<file path="config.mk">
export PLATFORM = sky130hd
export DESIGN_NAME = dsar_seq
export DESIGN_NICKNAME = d
export VERILOG_FILES = /design/src/rtl/dsar_pkg.sv /design/src/rtl/sar_bit_walker.sv /design/src/rtl/sar_az_ctrl.sv /design/src/rtl/dsar_seq.sv
export SDC_FILE = /design/constraint.sdc
export NUM_CORES = 1
export LEC_CHECK = 0
export BUFFER_PORTS_ARGS = -buffer_cell sky130_fd_sc_hd__buf_4
export CAP_MARGIN = 20
export CORE_MARGIN = 3
export CORE_UTILIZATION = 51
export CTS_CLUSTER_SIZE = 30
export DETAILED_ROUTE_END_ITERATION = 6
export PLACE_DENSITY = 0.72
export SYNTH_ARGS = -nofsm -noshare
export SYNTH_HDL_FRONTEND = slang
export SYNTH_HIERARCHICAL = 1
export SYNTH_SLANG_ARGS = --single-unit
</file>
<file path="constraint.sdc">
create_clock -name clk -period 3.2 [get_ports clk]
set_input_delay 0.64 -clock clk [delete_from_list [all_inputs] [get_ports clk]]
set_output_delay 0.64 -clock clk [all_outputs]
set_load 0.005 [all_outputs]
</file>
<file path="src/rtl/dsar_pkg.sv">
package dsar_pkg;

   typedef enum logic [1:0] {
      MODE_DIFF     = 2'b00,
      MODE_SINGLE   = 2'b01,
      MODE_LORES    = 2'b10,
      MODE_DIFF_ALT = 2'b11
   } conv_mode_e;

   typedef enum logic [2:0] {
      ST_IDLE,
      ST_PREP,
      ST_NSET,
      ST_NCMP,
      ST_PSET,
      ST_PCMP,
      ST_DONE
   } seq_state_e;

   function automatic logic mode_has_neg(input logic [1:0] m);
      return (m == MODE_DIFF) || (m == MODE_DIFF_ALT);
   endfunction

endpackage

</file>
<file path="src/rtl/sar_bit_walker.sv">
// Successive-approximation register: holds decided bits and a one-hot trial mask.
module sar_bit_walker #(
   parameter int W = 16
) (
   input  logic         clk,
   input  logic         rst_n,
   input  logic         clr,
   input  logic         present,
   input  logic         decide,
   input  logic         keep,
   output logic [W-1:0] dac,
   output logic [W-1:0] code
);

   logic [W-1:0] code_q;
   logic [W-1:0] mask_q;

   always_ff @(posedge clk or negedge rst_n) begin
      if (!rst_n) begin
         code_q <= '0;
         mask_q <= '0;
      end else if (clr) begin
         code_q <= '0;
         mask_q <= {1'b1, {(W-1){1'b0}}};
      end else if (decide) begin
         if (keep) code_q <= code_q | mask_q;
         mask_q <= mask_q >> 1;
      end
   end

   assign dac  = code_q | (present ? mask_q : '0);
   assign code = code_q;

   // Trial mask never carries more than one bit
   p_mask_onehot_r7: assert property (@(posedge clk) disable iff (!rst_n)
      $onehot0(mask_q));

   // A decision never changes a bit above the current trial
   p_decided_stable_r7: assert property (@(posedge clk) disable iff (!rst_n)
      (decide && !clr) |=> ((code_q & ~$past(mask_q)) == ($past(code_q) & ~$past(mask_q))));

endmodule

</file>
<file path="src/rtl/sar_az_ctrl.sv">
// Auto-zero sequencer: both controls high, then output stage released, then input.
module sar_az_ctrl #(
   parameter int AZ_CYC = 2
) (
   input  logic clk,
   input  logic rst_n,
   input  logic begin_i,
   output logic az_out,
   output logic az_in,
   output logic fin
);

   localparam int CW = (AZ_CYC < 2) ? 1 : $clog2(AZ_CYC);

   typedef enum logic [1:0] {AZ_OFF, AZ_HOLD, AZ_GAP} az_state_e;

   az_state_e         st_q;
   logic [CW-1:0]     cnt_q;

   always_ff @(posedge clk or negedge rst_n) begin
      if (!rst_n) begin
         st_q  <= AZ_OFF;
         cnt_q <= '0;
      end else begin
         unique case (st_q)
            AZ_OFF: if (begin_i) begin
               st_q  <= AZ_HOLD;
               cnt_q <= '0;
            end
            AZ_HOLD: begin
               if (cnt_q == CW'(AZ_CYC-1)) st_q <= AZ_GAP;
               else                        cnt_q <= cnt_q + 1'b1;
            end
            AZ_GAP:  st_q <= AZ_OFF;
            default: st_q <= AZ_OFF;
         endcase
      end
   end

   assign az_out = (st_q == AZ_HOLD);
   assign az_in  = (st_q == AZ_HOLD) || (st_q == AZ_GAP);
   assign fin    = (st_q == AZ_GAP);

   // Output-stage control is never held while the input control is released
   p_az_order_r6: assert property (@(posedge clk) disable iff (!rst_n)
      az_out |-> az_in);

   // Input control falls exactly one cycle after the output-stage control
   p_az_gap_r6: assert property (@(posedge clk) disable iff (!rst_n)
      $fell(az_out) |=> $fell(az_in));

endmodule

</file>
<file path="src/rtl/dsar_seq.sv">
module dsar_seq
   import dsar_pkg::*;
#(
   parameter int DATA_W    = 16,
   parameter int NEG_STEPS = 5,
   parameter int LR_STEPS  = 12,
   parameter int AZ_CYC    = 2
) (
   input  logic              clk,
   input  logic              rst_n,
   input  logic              start,
   input  logic [1:0]        mode,
   input  logic              cmp_lp,
   input  logic              cmp_pr,
   output logic              busy,
   output logic              done,
   output logic              cmp_clk,
   output logic              az_out,
   output logic              az_in,
   output logic [DATA_W-1:0] neg_dac,
   output logic [DATA_W-1:0] pos_dac,
   output logic [DATA_W:0]   result
);

   localparam int RES_W = DATA_W + 1;
   localparam int CNT_W = $clog2(DATA_W + 1);
   localparam int NEG_LOW = DATA_W - NEG_STEPS;

   if (NEG_STEPS < 1 || NEG_STEPS >= DATA_W) begin : g_bad_neg
      $error("NEG_STEPS must lie in 1..DATA_W-1");
   end
   if (LR_STEPS < 1 || LR_STEPS > DATA_W) begin : g_bad_lr
      $error("LR_STEPS must lie in 1..DATA_W");
   end
   if (AZ_CYC < 1) begin : g_bad_az
      $error("AZ_CYC must be at least 1");
   end

   seq_state_e       state_q;
   logic [1:0]       mode_q;
   logic [CNT_W-1:0] step_q;
   logic             accept;
   logic             az_fin;
   logic [CNT_W-1:0] pos_last;
   logic [DATA_W-1:0] neg_code, pos_code;

   assign accept   = (state_q == ST_IDLE) && start;
   assign pos_last = (mode_q == MODE_LORES) ? CNT_W'(LR_STEPS-1) : CNT_W'(DATA_W-1);

   always_ff @(posedge clk or negedge rst_n) begin
      if (!rst_n) begin
         state_q <= ST_IDLE;
         mode_q  <= MODE_DIFF;
         step_q  <= '0;
      end else begin
         unique case (state_q)
            ST_IDLE: if (accept) begin
               state_q <= ST_PREP;
               mode_q  <= mode;
            end
            ST_PREP: if (az_fin) begin
               state_q <= mode_has_neg(mode_q) ? ST_NSET : ST_PSET;
               step_q  <= '0;
            end
            ST_NSET: state_q <= ST_NCMP;
            ST_NCMP: begin
               if (step_q == CNT_W'(NEG_STEPS-1)) begin
                  state_q <= ST_PSET;
                  step_q  <= '0;
               end else begin
                  state_q <= ST_NSET;
                  step_q  <= step_q + 1'b1;
               end
            end
            ST_PSET: state_q <= ST_PCMP;
            ST_PCMP: begin
               if (step_q == pos_last) begin
                  state_q <= ST_DONE;
               end else begin
                  state_q <= ST_PSET;
                  step_q  <= step_q + 1'b1;
               end
            end
            ST_DONE: state_q <= ST_IDLE;
            default: state_q <= ST_IDLE;
         endcase
      end
   end

   sar_az_ctrl #(.AZ_CYC(AZ_CYC)) u_az (
      .clk    (clk),
      .rst_n  (rst_n),
      .begin_i(accept),
      .az_out (az_out),
      .az_in  (az_in),
      .fin    (az_fin)
   );

   sar_bit_walker #(.W(DATA_W)) u_neg (
      .clk    (clk),
      .rst_n  (rst_n),
      .clr    (accept),
      .present((state_q == ST_NSET) || (state_q == ST_NCMP)),
      .decide (state_q == ST_NCMP),
      .keep   (cmp_lp),
      .dac    (neg_dac),
      .code   (neg_code)
   );

   sar_bit_walker #(.W(DATA_W)) u_pos (
      .clk    (clk),
      .rst_n  (rst_n),
      .clr    (accept),
      .present((state_q == ST_PSET) || (state_q == ST_PCMP)),
      .decide (state_q == ST_PCMP),
      .keep   (cmp_pr),
      .dac    (pos_dac),
      .code   (pos_code)
   );

   assign busy    = (state_q != ST_IDLE);
   assign done    = (state_q == ST_DONE);
   assign cmp_clk = !((state_q == ST_NCMP) || (state_q == ST_PCMP));
   assign result  = RES_W'({1'b0, pos_code}) - RES_W'({1'b0, neg_code});

   // Coarse search never reaches below its bit range
   p_neg_low_zero_r1: assert property (@(posedge clk) disable iff (!rst_n)
      neg_dac[NEG_LOW-1:0] == '0);

   // Positive DAC idle while the negative phase runs
   p_pos_idle_r2: assert property (@(posedge clk) disable iff (!rst_n)
      ((state_q == ST_NSET) || (state_q == ST_NCMP)) |-> (pos_dac == '0));

   // Negative DAC untouched outside differential conversions
   p_neg_unused_r4: assert property (@(posedge clk) disable iff (!rst_n)
      (busy && !mode_has_neg(mode_q)) |-> (neg_dac == '0));

   // Low-resolution codes carry no bits below the resolved range
   p_lores_low_r5: assert property (@(posedge clk) disable iff (!rst_n)
      (busy && mode_q == MODE_LORES) |-> (pos_dac[DATA_W-LR_STEPS-1:0] == '0));

   // Every compare half is followed by a reset half
   p_cmp_alt_r7: assert property (@(posedge clk) disable iff (!rst_n)
      !cmp_clk |=> cmp_clk);

   // Comparator is never clocked during auto-zero
   p_no_cmp_in_az_r6: assert property (@(posedge clk) disable iff (!rst_n)
      az_in |-> cmp_clk);

   // Done is a single-cycle pulse
   p_done_pulse_r8: assert property (@(posedge clk) disable iff (!rst_n)
      done |=> !done);

   // Result held while idle with no new start
   p_result_held_r8: assert property (@(posedge clk) disable iff (!rst_n)
      (!busy && !start) |=> $stable(result));

endmodule

</file>
; After elaboration in Yosys (flattened, before gate mapping)
; Cells that the tools add are included.
[totals]
output_inout_bits = 54
in_bits = 7
elab_cells = 86
ff_bits = 77
[classes]
n_eq_ne = 17
bitwise = 4
n_mux = 29
n_addsub = 3
n_reduce_logical = 24
[op_table]
columns = op, count
row1 = 16-bit two-way mux, 12
row2 = 16-bit OR, 4
row3 = 3-bit case mux with 6 select lines, 1
row4 = 16-bit by 16-bit subtractor with 17-bit output, 1
row5 = 3-bit two-way mux, 5
row6 = 5-bit two-way mux, 3
row7 = 5-bit case mux with 3 select lines, 1
row8 = 2-bit AND reduction, 6
row9 = 2-bit nonzero test, 5
row10 = 3-bit == test (second input constant), 3
row11 = 2-bit != test (second input constant), 4
row12 = 2-bit == test (second input constant), 3
row13 = 3-bit by 2-bit == test with 1-bit output (second input constant), 2
row14 = 2-bit two-way mux, 3
row15 = 3-bit nonzero test, 2
row16 = 5-bit by 1-bit adder with 5-bit output (second input constant), 1
row17 = 5-bit by 3-bit == test with 1-bit output (second input constant), 1
row18 = 5-bit by 4-bit == test with 1-bit output, 1
row19 = 1-bit logical OR, 5
row20 = 2-bit logical NOT, 2
row21 = 2-bit case mux with 2 select lines, 1
row22 = 3-bit by 1-bit == test with 1-bit output (second input constant), 1
row23 = 3-bit logical NOT, 1
row24 = 3-bit AND reduction, 1
row25 = 7 further kinds, 8

; Depth between registers and ports, before layout
[depth]
ltp_word = 5
mapped_depth = 8
ltp_nobuf = 8

; By module
; The synthesis kept the hierarchy.
[by_module_without_submodules]
columns = mod, n_inst, cells_each, seq_area_each_um2, area_per_inst_um2
row1 = sar_bit_walker, 2, 123, 800.8, 1387.6
row2 = dsar_seq, 1, 210, 250.2, 1529.0
row3 = sar_az_ctrl, 1, 20, 75.1, 176.4

; Least setup slack after synthesis
; Ideal clock, no wire load.
[synth_timing]
path_kind = reg-to-output
startpoint = register u_neg.code_q[7] (netlist: u_neg/code[7])
endpoint = output result[10]
path_stages_with_launch = 7
arrival_time_ps = 1873
setup_slack_ps = 687
required_ps = 2560
path_buffers = 0
path_cell_list = dfrtp_1 -> inv_1 -> ha_1 -> or4_4 -> o22ai_4 -> or4b_1 -> o311ai_1
[synth_via]
elab_chain_cells = 1
[synth_lines]
columns = item, line_no
row1 = start: declaration, sar_bit_walker.sv:15  ; logic [W-1:0] code_q;
row2 = start signal: assignment, sar_bit_walker.sv:26  ; if (keep) code_q <= code_q | mask_q;
row3 = 16-bit by 16-bit subtractor with 17-bit output, dsar_seq.sv:124  ; assign result = RES_W'({1'b0, pos_code}) - RES_W'({1'b0, neg_code});
row4 = end: declaration, dsar_seq.sv:22  ; output logic [DATA_W:0] result
; Every way passes these cells.

; Worst setup path in the final report
[layout_timing]
startpoint = register u_neg.code_q[0] (netlist: u_neg/code[0])
endpoint = output result[6]
; The elaborated chain is that of the path after synthesis.

==> implementation parameters <==
Parameter                              Value

Worst setup path
  Reg-to-reg critical path startpoint ... state_q[2]
  Library cell appearing most often on the critical path ... sky130_fd_sc_hd__buf_4
  Number of buffers and inverters on the critical path ... 3
  Type of the worst setup path ... reg2out
  Required arrival time at the worst endpoint ... 2560 ps
  Critical path's largest stage delay ... 400 ps
  Cell with the biggest individual delay on the critical path ... sky130_fd_sc_hd__dfrtp_1
  Critical path arrival ... 2510 ps
  Crit path cell chain ... ha_1 -> fa_2 -> nor2b_1 -> o31a_1 -> buf_4 -> buf_4 -> o21a_1 -> nor2_1 -> xnor2_1 -> buf_4
  Launch point of the worst path ... u_neg/code[0]
  Maximum fanout along the worst path ... 3
  Endpoint type of the worst setup path ... output pin
  Family of cells with the greatest summed delay on the critical path ... adder cells
  Startpoint kind of the worst setup timing path ... register

Drt
  Average wire per standard cell ... 16.3 µm
  Post-route DRC violation count ... 0
  Final wirelength ... 10400 µm
  Average via count per standard cell ... 5.77
  Initial DRC count ... 250
  Residual antenna-violating net count after detailed routing ... 0
  Vias post-DR ... 3697
  Pre-antenna DRT Iters ... 5

Layout
  Final nets ... 561
  Most frequent cells in the layout ... sky130_fd_sc_hd__nor2_1 (81), sky130_fd_sc_hd__dfrtp_1 (76), sky130_fd_sc_hd__buf_4 (70)
  Post-synthesis to final-layout area growth ... 16.3%
  Most common library cell in the layout ignoring fill and taps ... sky130_fd_sc_hd__nor2_1
  Layout cell share with drive strength beyond 1 ... 18.7%
  Number of antenna diodes ... 0
  Non-filler cells, final ... 641
  Final core area utilization ... 62.2%

Timing
  Final WS setup ... 47.3 ps
  Number of max-slew violations in the final report ... 0
  Worst hold margin ... 437 ps
  Final worst path period share ... 98.5%
  Setup TNS ... 0 ps
  Slew margin rel. ... 35.5%
  RSZ-0062 raised after global routing ... true
  Slew at the pin closest to its max-slew limit ... 967 ps
  F_max ... 0.317 GHz
  Final worst clock skew ... 11.8 ps
  Time the final worst path needs with I/O delays and setup ... 3150 ps
  Setup violations, final ... 0
  Final count of hold timing violations ... 0

Placed design
  Worst Setup Slack post-DPL ... 345 ps
  Count of buffers from port buffering ... 60
  Routability congestion estimate from global placement ... 0.853
  Cell Count Post-Placement ... 619
  HPWL after detailed placement ... 7080 µm

Run
  Max_cap viols ... 0

Global route
  Via count of the first global-routing pass ... 3421
  Total routing resource utilization after global routing ... 21.6%
  Largest net degree at the start of global routing ... 78
  Wire length of the first global-routing pass ... 17100 µm
  Overflow left after global routing ... 0
  Initial antenna violation count ... 0

Die
  Die Wd ... 99.7 µm
  Height of the chip ... 99.7 µm
  Boundary pin count ... 61
  Initial core utilization ... 53.5%
  Row cnt ... 33
  Area of the core region ... 8380 µm²
  Die outline area ... 9950 µm²

Logic synthesis
  Cell accounting for the most synthesized area ... sky130_fd_sc_hd__dfrtp_1
  FF+latch count, synth ... 77
  Net count of the mapped netlist ... 506
  Top cell type's share of synthesized area ... 43.0%
  Synthesis warning total ... 6
  Number of library cell types mapped by synthesis ... 53
  Cell area after synthesis ... 4480 µm²
  Gate Count Post-Synth ... 476
  Fraction of synthesis flops using an asynchronous set or reset pin ... 100%
  Number of flops mapped to enable cells by yosys ... 0
  Leading register cell type out of synthesis ... sky130_fd_sc_hd__dfrtp_1
  Mean instance size in the synthesized netlist ... 9.41 µm²
  Part of the Yosys area used for sequential elements ... 43.0%
  Biggest area contributors in the synthesized netlist ... sky130_fd_sc_hd__dfrtp_1 (43%), sky130_fd_sc_hd__nor2_1 (6.8%), sky130_fd_sc_hd__mux2i_1 (6.7%)

Clock tree
  Maximum number of buffers from clock root to sink ... 2
  Sinks on Clock Net ... 77
  CTS Hold Bufs ... 0
  Clock tree from TritonCTS ... done
  Cell at the root of the clock tree ... sky130_fd_sc_hd__clkbuf_8
  Source-to-sink clock delay at the later pin of the worst-skew pair ... 360 ps
  Clock H-tree levels ... 3
  Number of clock buffers inserted by TritonCTS ... 9
  Clock Pin Slew Worst Setup and Hold Paths ... 80 ps

Power
  Maximum ir drop on the vdd rail ... 428 µV
  Power density normalized to cell area ... 866 nW/µm²
  Cell leakage power ... 2.69 nW

Status
  Status ... finished, final reports clean

Worst hold path
  Hold WC Path Type ... in2async
[worst paths after layout]
path,end,slack [ps],cells after the start
setup reg to reg,u_pos/mask_q[13],880,7
min in group clk,mode_q[0],510,3
setup / recovery,result[6],50,10
max in group asynchronous,u_neg/code[1],2120,1
hold reg to reg,u_neg/code[15],530,2
hold / removal,u_neg/code[1],440,1
[per-layer routing]
layer  part of all wire, %  GRT usage, %
met5                     0             0
met3                   5.0          5.19
met2                    48          33.4
met1                    46          30.3
met4                  0.79          6.20
[flip-flops by register name (all words and copies together), names as in the netlist]
register	cells
mode_q	2
state_q	3
step_q	5
u_az/cnt_q	1
u_az/st_q	2
u_neg/code	16
u_neg/mask_q	16
u_pos/code	16
u_pos/mask_q	16
[worst register-to-register path, stage by stage, from the launching register on]
cell and delay [ps]:
sky130_fd_sc_hd__dfrtp_1 580, sky130_fd_sc_hd__nor2b_1 330, sky130_fd_sc_hd__buf_4 300, sky130_fd_sc_hd__nand2_1 80, sky130_fd_sc_hd__inv_1 390, sky130_fd_sc_hd__buf_12 250, sky130_fd_sc_hd__mux2i_1 220, sky130_fd_sc_hd__nor2_1 60
[synthesized netlist by cell type (6+ instances only)]
| cell | instances |
|---|---|
| sky130_fd_sc_hd__mux2i_1 | 30 |
| sky130_fd_sc_hd__ha_1 | 22 |
| sky130_fd_sc_hd__nor3_1 | 10 |
| sky130_fd_sc_hd__clkbuf_1 | 10 |
| sky130_fd_sc_hd__dfrtp_1 | 77 |
| sky130_fd_sc_hd__inv_1 | 36 |
| sky130_fd_sc_hd__a21o_1 | 34 |
| sky130_fd_sc_hd__nand2_1 | 18 |
| sky130_fd_sc_hd__a31oi_1 | 33 |
| sky130_fd_sc_hd__a21oi_1 | 18 |
| sky130_fd_sc_hd__xnor2_1 | 7 |
| sky130_fd_sc_hd__nor2_1 | 81 |
| sky130_fd_sc_hd__buf_6 | 6 |
| sky130_fd_sc_hd__o21ai_0 | 19 |
[stage by stage]
| step | power [W] | area [µm²] |
|---|---|---|
| 2_1_floorplan | 0.00285 | 4480 |
| 3_3_place_gp | 0.00362 | 4940 |
| 3_5_place_dp | 0.00369 | 4940 |
| 4_1_cts | 0.00448 | 5160 |
| 5_1_grt | 0.00487 | 5210 |
| 6_report | 0.00451 | 5210 |
[area by class of cell]
| type | count | area [µm²] |
|---|---|---|
| Multi-Input combinational cell | 335 | 2250 |
| Inverter | 36 | 135 |
| Clock inverter | 6 | 62.6 |
| Sequential cell | 77 | 1930 |
| Timing Repair Buffer | 72 | 566 |
| Tap cell | 105 | 131 |
| Clock buffer | 10 | 138 |
| Fill cell | 749 | 3170 |
[cells by family after synthesis]
group | count (synthesis) | synth area share [%]
compound gates | 135 | 20.4
xor+xnor | 10 | 1.95
buf+inv | 64 | 7.48
fa+ha+maj | 23 | 6.59
flops | 77 | 43.0
mux | 32 | 7.20
simple gates | 135 | 13.4
[repair_timing]
action,4_1_cts,5_1_grt
resized for setup,0,7
setup endpoints to repair,2,7
setup buffers,3,3
pin swaps,2,3
[power breakdown]
part	total [W]	internal (W)	switching (W)
clock	0.000752	0.000378	0.000374
sequential	0.00140	0.00117	0.000226
combinational	0.00236	0.00116	0.00121
Power figures use the tool's default switching activity.
